## config.mk

```make
export PLATFORM = sky130hd
export DESIGN_NAME = mf_timebase
export DESIGN_NICKNAME = d
export VERILOG_FILES = /design/src/rtl/mf_timebase_pkg.sv /design/src/rtl/mf_edge_sense.sv /design/src/rtl/mf_position_ctr.sv /design/src/rtl/mf_sync_decode.sv /design/src/rtl/mf_timebase.sv
export SDC_FILE = /design/constraint.sdc
export NUM_CORES = 1
export LEC_CHECK = 0
export BUFFER_PORTS_ARGS = -buffer_cell sky130_fd_sc_hd__buf_2
export CORE_UTILIZATION = 57
export CTS_CLUSTER_SIZE = 16
export DETAILED_ROUTE_END_ITERATION = 6
export PLACE_DENSITY = 0.85
export SYNTH_ARGS = -nofsm -noshare
export SYNTH_HDL_FRONTEND = slang
export SYNTH_HIERARCHICAL = 1
export SYNTH_SLANG_ARGS = --single-unit
```

## constraint.sdc

```tcl
create_clock -name clk -period 5.05 [get_ports clk]
set_input_delay 0.2525 -clock clk [delete_from_list [all_inputs] [get_ports clk]]
set_output_delay 0.2525 -clock clk [all_outputs]
set_load 0.1 [all_outputs]
```

## src/rtl/mf_timebase_pkg.sv

```systemverilog
package mf_timebase_pkg;
  typedef enum logic {
    SYNC_DRIVE  = 1'b0,
    SYNC_LISTEN = 1'b1
  } sync_dir_e;

  localparam int unsigned SLOT_BITS_DEF = 8;
  localparam int unsigned FRAMES_DEF    = 48;
endpackage

```

## src/rtl/mf_edge_sense.sv

```systemverilog
module mf_edge_sense (
  input  logic clk,
  input  logic rst_n,
  input  logic enable,
  input  logic din,
  output logic rise
);
  logic smp_q, prev_q;
  logic smp_d, prev_d;

  always_comb begin
    smp_d  = din;
    prev_d = smp_q;
  end

  always_ff @(posedge clk or negedge rst_n) begin
    if (!rst_n) begin
      smp_q  <= 1'b0;
      prev_q <= 1'b0;
    end else begin
      smp_q  <= smp_d;
      prev_q <= prev_d;
    end
  end

  assign rise = enable & smp_q & ~prev_q;
endmodule

```

## src/rtl/mf_position_ctr.sv

```systemverilog
module mf_position_ctr #(
  parameter int unsigned FRAME_BITS = 193,
  parameter int unsigned SLOT_BITS  = 8,
  parameter int unsigned FRAMES     = 48,
  localparam int unsigned PW    = $clog2(FRAME_BITS),
  localparam int unsigned SLOTS = (FRAME_BITS + SLOT_BITS - 1) / SLOT_BITS,
  localparam int unsigned SW    = $clog2(SLOTS),
  localparam int unsigned BW    = $clog2(SLOT_BITS),
  localparam int unsigned FW    = $clog2(FRAMES)
) (
  input  logic          clk,
  input  logic          rst_n,
  input  logic          load,
  input  logic [PW-1:0] load_pos,
  output logic [PW-1:0] pos,
  output logic [BW-1:0] bit_no,
  output logic [SW-1:0] slot_no,
  output logic [FW-1:0] frame_no
);
  localparam logic [PW-1:0] POS_LAST   = PW'(FRAME_BITS - 1);
  localparam logic [BW-1:0] BIT_LAST   = BW'(SLOT_BITS - 1);
  localparam logic [FW-1:0] FRAME_LAST = FW'(FRAMES - 1);

  logic [PW-1:0] pos_q, pos_d;
  logic [BW-1:0] bit_q, bit_d;
  logic [SW-1:0] slot_q, slot_d;
  logic [FW-1:0] frame_q, frame_d;
  logic          adv_en;

  assign adv_en = 1'b1;

  always_comb begin
    pos_d   = pos_q;
    bit_d   = bit_q;
    slot_d  = slot_q;
    frame_d = frame_q;
    if (load) begin
      pos_d   = load_pos;
      bit_d   = BW'(load_pos % PW'(SLOT_BITS));
      slot_d  = SW'(load_pos / PW'(SLOT_BITS));
      frame_d = '0;
    end else if (adv_en) begin
      if (pos_q == POS_LAST) begin
        pos_d   = '0;
        bit_d   = '0;
        slot_d  = '0;
        frame_d = (frame_q == FRAME_LAST) ? '0 : frame_q + 1'b1;
      end else begin
        pos_d = pos_q + 1'b1;
        if (bit_q == BIT_LAST) begin
          bit_d  = '0;
          slot_d = slot_q + 1'b1;
        end else begin
          bit_d = bit_q + 1'b1;
        end
      end
    end
  end

  always_ff @(posedge clk or negedge rst_n) begin
    if (!rst_n) begin
      pos_q   <= '0;
      bit_q   <= '0;
      slot_q  <= '0;
      frame_q <= '0;
    end else begin
      pos_q   <= pos_d;
      bit_q   <= bit_d;
      slot_q  <= slot_d;
      frame_q <= frame_d;
    end
  end

  assign pos      = pos_q;
  assign bit_no   = bit_q;
  assign slot_no  = slot_q;
  assign frame_no = frame_q;
endmodule

```

## src/rtl/mf_sync_decode.sv

```systemverilog
module mf_sync_decode
  import mf_timebase_pkg::*;
#(
  parameter int unsigned FRAME_BITS = 193,
  parameter int unsigned FRAMES     = 48,
  localparam int unsigned PW = $clog2(FRAME_BITS),
  localparam int unsigned FW = $clog2(FRAMES)
) (
  input  sync_dir_e     dir,
  input  logic [PW-1:0] pos,
  input  logic [FW-1:0] frame_no,
  input  logic [PW-1:0] offset,
  output logic          sync_pulse,
  output logic          frm_strobe,
  output logic          mf_strobe
);
  logic at_frame0;

  always_comb begin
    at_frame0  = (frame_no == '0);
    frm_strobe = (pos == '0);
    mf_strobe  = frm_strobe & at_frame0;
    sync_pulse = (dir == SYNC_DRIVE) & at_frame0 & (pos == offset);
  end
endmodule

```

## src/rtl/mf_timebase.sv

```systemverilog
module mf_timebase
  import mf_timebase_pkg::*;
#(
  parameter int unsigned FRAME_BITS = 193,
  parameter int unsigned FRAMES     = FRAMES_DEF,
  localparam int unsigned SLOT_BITS = SLOT_BITS_DEF,
  localparam int unsigned PW    = $clog2(FRAME_BITS),
  localparam int unsigned SLOTS = (FRAME_BITS + SLOT_BITS - 1) / SLOT_BITS,
  localparam int unsigned SW    = $clog2(SLOTS),
  localparam int unsigned BW    = $clog2(SLOT_BITS),
  localparam int unsigned FW    = $clog2(FRAMES)
) (
  input  logic          clk,
  input  logic          rst_n,
  input  logic          sync_dir,
  input  logic [PW-1:0] sync_offset,
  input  logic          sync_in,
  output logic          sync_out,
  output logic          frame_start,
  output logic          mfrm_start,
  output logic [BW-1:0] bit_idx,
  output logic [SW-1:0] slot_idx,
  output logic [FW-1:0] frame_idx
);
  localparam logic [PW-1:0] POS_MAX = PW'(FRAME_BITS - 1);

  sync_dir_e     dir;
  logic [PW-1:0] offset_c;
  logic [PW-1:0] pos;
  logic          realign;

  assign dir      = sync_dir_e'(sync_dir);
  assign offset_c = (sync_offset > POS_MAX) ? POS_MAX : sync_offset;

  mf_edge_sense u_edge (
    .clk    (clk),
    .rst_n  (rst_n),
    .enable (dir == SYNC_LISTEN),
    .din    (sync_in),
    .rise   (realign)
  );

  mf_position_ctr #(
    .FRAME_BITS (FRAME_BITS),
    .SLOT_BITS  (SLOT_BITS),
    .FRAMES     (FRAMES)
  ) u_ctr (
    .clk      (clk),
    .rst_n    (rst_n),
    .load     (realign),
    .load_pos (offset_c),
    .pos      (pos),
    .bit_no   (bit_idx),
    .slot_no  (slot_idx),
    .frame_no (frame_idx)
  );

  mf_sync_decode #(
    .FRAME_BITS (FRAME_BITS),
    .FRAMES     (FRAMES)
  ) u_dec (
    .dir        (dir),
    .pos        (pos),
    .frame_no   (frame_idx),
    .offset     (offset_c),
    .sync_pulse (sync_out),
    .frm_strobe (frame_start),
    .mf_strobe  (mfrm_start)
  );
endmodule

```

# After elaboration in Yosys (flattened, before gate mapping)
# Index checks and enable logic that the tools add are counted.
[op_classes] n_addsub=4 magnitude_cmp=1 n_eq_ne=4 mux=12 bitwise_logic=7 reduce_logical=4
[op_table] operator="8-bit 2-to-1 mux" n=3
[op_table] operator="6-bit 2-to-1 mux" n=3
[op_table] operator="5-bit 2-to-1 mux" n=3
[op_table] operator="3-bit 2-to-1 mux" n=3
[op_table] operator="8-bit by 1-bit adder with 8-bit output, second input constant" n=1
[op_table] operator="8-bit == test" n=1
[op_table] operator="8-bit == test, second input constant" n=1
[op_table] operator="8-bit greater-than comparator, second input constant" n=1
[op_table] operator="8-bit logical NOT" n=1
[op_table] operator="6-bit by 1-bit adder with 6-bit output, second input constant" n=1
[op_table] operator="6-bit == test, second input constant" n=1
[op_table] operator="6-bit logical NOT" n=1
[op_table] operator="5-bit by 1-bit adder with 5-bit output, second input constant" n=1
[op_table] operator="1-bit AND" n=5
[op_table] operator="3-bit by 1-bit adder with 3-bit output, second input constant" n=1
[op_table] operator="3-bit == test, second input constant" n=1
[op_table] operator="3-bit nonzero test" n=1
[op_table] operator="1-bit inverter" n=2
[op_table] operator="2-bit nonzero test" n=1
[word_totals] register_bits=24 input_bits=12 output_inout_bits=17 wordCells=38

# Longest topological paths before layout
[logic_depth] depth_word=4 depth_mapped=7 mapped_depth_nobuf=6

# By module
# The synthesis kept the hierarchy.
[by_module_without_submodules] module="mf_position_ctr" n_inst=1 cells_each=108 area_each_um2=1102.3 seq_area_each_um2=550.5
[by_module_without_submodules] module="mf_sync_decode" n_inst=1 cells_each=19 area_each_um2=136.4 seq_area_each_um2=0.0
[by_module_without_submodules] module="mf_edge_sense" n_inst=1 cells_each=3 area_each_um2=58.8 seq_area_each_um2=50.0
[by_module_without_submodules] module="mf_timebase" n_inst=1 cells_each=8 area_each_um2=52.6 seq_area_each_um2=0.0

# Worst setup path before layout
# No wires, ideal clock.
[synth_path] path_type="reg2out" start="register u_ctr.frame_q[2], in the netlist u_ctr/frame_no[2]" end="output port mfrm_start" t_arrival_ns=3.294 required_time_ns=4.798 slack_ns=1.503 stages_incl_launch_ff=4 n_path_buf=0 cell_sequence="dfrtp_1 -> nor4_1 -> nand2_1 -> nor3_1"
[synth_between] elab_chain_len=2
[synth_lines] item="from (decl)" line="mf_position_ctr.sv:27" text="logic [FW-1:0] frame_q, frame_d;"
[synth_lines] item="from (signal assigned)" line="mf_position_ctr.sv:70" text="frame_q <= frame_d;"
[synth_lines] item="6-bit logical NOT" line="mf_sync_decode.sv:20" text="at_frame0 = (frame_no == '0);"
[synth_lines] item="1-bit AND" line="mf_sync_decode.sv:22" text="mf_strobe = frm_strobe & at_frame0;"
[synth_lines] item="to (decl)" line="mf_timebase.sv:20" text="output logic mfrm_start,"
# No other way between the ends.

# Worst setup path after layout
[layout_path] start="register u_ctr.pos_q[1], in the netlist u_ctr/pos[1]" end="output port sync_out"
[layout_between] elab_chain_len=2
[layout_lines] item="from (decl)" line="mf_position_ctr.sv:24" text="logic [PW-1:0] pos_q, pos_d;"
[layout_lines] item="from (signal assigned)" line="mf_position_ctr.sv:67" text="pos_q <= pos_d;"
[layout_lines] item="8-bit == test" line="mf_sync_decode.sv:23" text="sync_pulse = (dir == SYNC_DRIVE) & at_frame0 & (pos == offset);"
[layout_lines] item="1-bit AND" line="mf_sync_decode.sv:23"
[layout_lines] item="to (decl)" line="mf_timebase.sv:18" text="output logic sync_out,"
# No other way between the ends.

==> impl_metrics.tcl <==
set metrics [dict create \
    status "finished, final reports clean" \
    yosysSeqAreaShare_pct 44.5 \
    final_common_cell "buf_2" \
    routabilityCongestion 0.845 \
    crit_fanout 5 \
    tightest_slew_ps 597 \
    swShare_pct 53.0 \
    synthToLayoutAreaGrowth_pct 15.7 \
    skew_ps 1.84 \
    drive_gt1_share_pct 22.4 \
    pwr_density_cell_nw_per_um2 622 \
    synth_cell_type_count 29 \
    fp-row-count 17 \
    via_per_inst 5.72 \
    clkLatencyLatePin_ps 320 \
    p_leak_nw 0.736 \
    globalRouteOverflowTotal 0 \
    rsz0062_at_grt "no" \
    fin_setup_tns_ps 0 \
    grt_pass1_wl_um 4790 \
    fmax_ghz 0.422 \
    path_clk_slew_ps 130 \
    holdCritPathClass "input port to flip-flop" \
    place_hpwl_um 2070 \
    final_antenna_net_count 0 \
    holdWs_ps 22.7 \
    pin_count 29 \
    wl_per_cell_um 14.3 \
    crit_type "flip-flop to output port" \
    setup_viol_count_final 0 \
    cts_htree_levels 1 \
    n_antenna_cell 0 \
    most-common-layout-cells "28 x buf_2, 24 x dfrtp_1, 15 x o21ai_0, 14 x nand2_1, 12 x xor2_1" \
    die_w_um 50.7 \
    netlist_area_um2 1350 \
    clk_path_buf_depth 2 \
    arrival_ps 2120 \
    clock_sinks 24 \
    irDropWorstVdd_mv 0.379 \
    syn_area_per_cell_um2 9.78 \
    crit_family "simple AND/OR/NAND/NOR gates" \
    grt_max_degree 25 \
    worst-path-buf-inv 1 \
    relSlewSlack_pct 59.7 \
    pwr-share-seq_pct 34.6 \
    hold_viol_final 0 \
    die_y_um 50.7 \
    clock_power_share_pct 14.4 \
    synth-seq-cells 24 \
    vias 1104 \
    finalCritPeriodShare_pct 47.0 \
    nNetsFinal 184 \
    cts_tree "yes" \
    cp_slowest_stage_delay_ps 540 \
    fin_util_pct 70.6 \
    drc 0 \
    cp_slowest_cell "or4_1" \
    drv_slew 0 \
    pwr-share-comb_pct 51.0 \
    max_cap_viol_count 0 \
    crit_path_end_kind "output port" \
    grt.total_usage_pct 25.4 \
    path_cells "xor2_1 -> or4_1 -> nor4_2 -> buf_2" \
    total_power_w 0.000972 \
    io_buffers 28 \
    finalWirelength_um 2760 \
    critPathRequiredTime_ps 4800 \
    floorplan.initialDensity_pct 61.0 \
    period_needed_ps 2370 \
    internal-power_w 0.000457 \
    cts-resized-gates 0 \
    fp.coreArea_um2 2210 \
    cts_made_buffers 3 \
    antenna_found_initial 0 \
    cts_setup_buffers 0 \
    synth_cells 138 \
    grt_pass1_vias 1094 \
    yosysWarningCount 6 \
    worstSetupStartpointType "flip-flop" \
    synthesis.nets 156 \
    dieArea_um2 2570 \
    first_pass_iters 4 \
    clock_tree.root_cell "clkbuf_4" \
    drtIter0Drc 23 \
    p_sw_w 0.000515 \
]
==> state kept, by name (all words and copies together) (netlist names) <==
| signal | cells |
|---|---|
| u_edge/prev_q | 1 |
| u_edge/prev_d | 1 |
| u_ctr/frame_no | 6 |
| u_ctr/bit_no | 3 |
| u_ctr/pos | 8 |
| u_ctr/slot_no | 5 |
==> power groups by stage <==
stage	Combinational (W)	Sequential [W]	Clock [W]
3_5_place_dp	0.000496	0.000339	0
5_1_grt	0.000530	0.000348	0.000147
3_3_place_gp	0.000485	0.000337	0
6_report	0.000496	0.000336	0.000140
4_1_cts	0.000498	0.000336	0.000143
2_1_floorplan	0.000179	0.000562	0
==> cells in the mapped netlist <==
cell	count	area [µm²]
and3_2	1	7.51
and4b_1	1	10.0
o31ai_1	2	15.0
and4_1	1	8.76
nand3_1	7	35.0
a21boi_0	6	45.0
nor4_2	1	12.5
inv_1	7	26.3
nor3_1	1	5.00
dfrtp_1	24	601
o41ai_1	1	8.76
nand2_1	14	52.6
a21oi_1	2	10.0
nor2_1	6	22.5
xor2_1	12	105
nor3_4	1	16.3
o21ai_0	15	75.1
xnor2_1	10	87.6
mux2i_1	1	10.0
clkbuf_1	5	18.8
nand4_1	3	18.8
nand3_2	1	10.0
buf_4	1	7.51
a21o_2	1	8.76
and3b_1	1	8.76
nor4_1	1	6.26
or4_1	4	30.0
ha_1	6	75.1
and3_1	2	12.5
==> path summary, 6_finish.rpt <==
path | from | to | slack [ps] | depth (start not counted)
min in group asynchronous | rst_n | u_ctr/frame_no[3] | 430 | 2
max in group asynchronous | rst_n | u_ctr/pos[1] | 4280 | 2
worst min-delay path | sync_in | u_edge/prev_d | 20 | 1
worst max-delay path | u_ctr/pos[1] | sync_out | 2680 | 4
worst min register to register | u_edge/prev_d | u_edge/prev_q | 390 | 0
worst max register to register | u_ctr/pos[0] | u_ctr/frame_no[3] | 3020 | 6
==> per-stage QoR <==
| stage | cell area (µm²) | setup slack [ps] | std cells |
|---|---|---|---|
| 6_report | 1560 | 2680 | 193 |
| 5_1_grt | 1560 | 2630 | 193 |
| 4_1_cts | 1560 | 2660 | 193 |
| 3_5_place_dp | 1500 | 2800 | 188 |
| 3_3_place_gp | 1500 | 2940 | 188 |
| 2_1_floorplan | 1350 | 1500 | 138 |
==> timing repair <==
item                                   CTS  global route
setup endpoints to repair                0             0
hold buffers                             1             0
endpoints found under the hold margin   24             0
==> kinds of logic after synthesis <==
logic type	synth area share (%)
flops	44.5
mux	0.741
simple gates	19.0
fa+ha+maj	5.56
buf+inv	3.89
xor+xnor	14.3
compound gates	12.0
==> per-layer routing <==
layer	up-vias	GRT usage, %	wire length, µm
li1	535	-	-
met1	534	30.7	1170
met2	27	43.8	1420
met3	8	3.94	92
met4	0	12.5	70
met5	-	0	0
==> cell type report <==
type | instances | area, µm²
multi-input combinational | 101 | 697
tap | 28 | 35.0
clock buffer | 3 | 22.5
fill | 184 | 651
inverter | 7 | 26.3
sequential | 24 | 601
timing repair buffer | 29 | 150
clock inverter | 1 | 30.0
(Power assumes the default switching activity.)
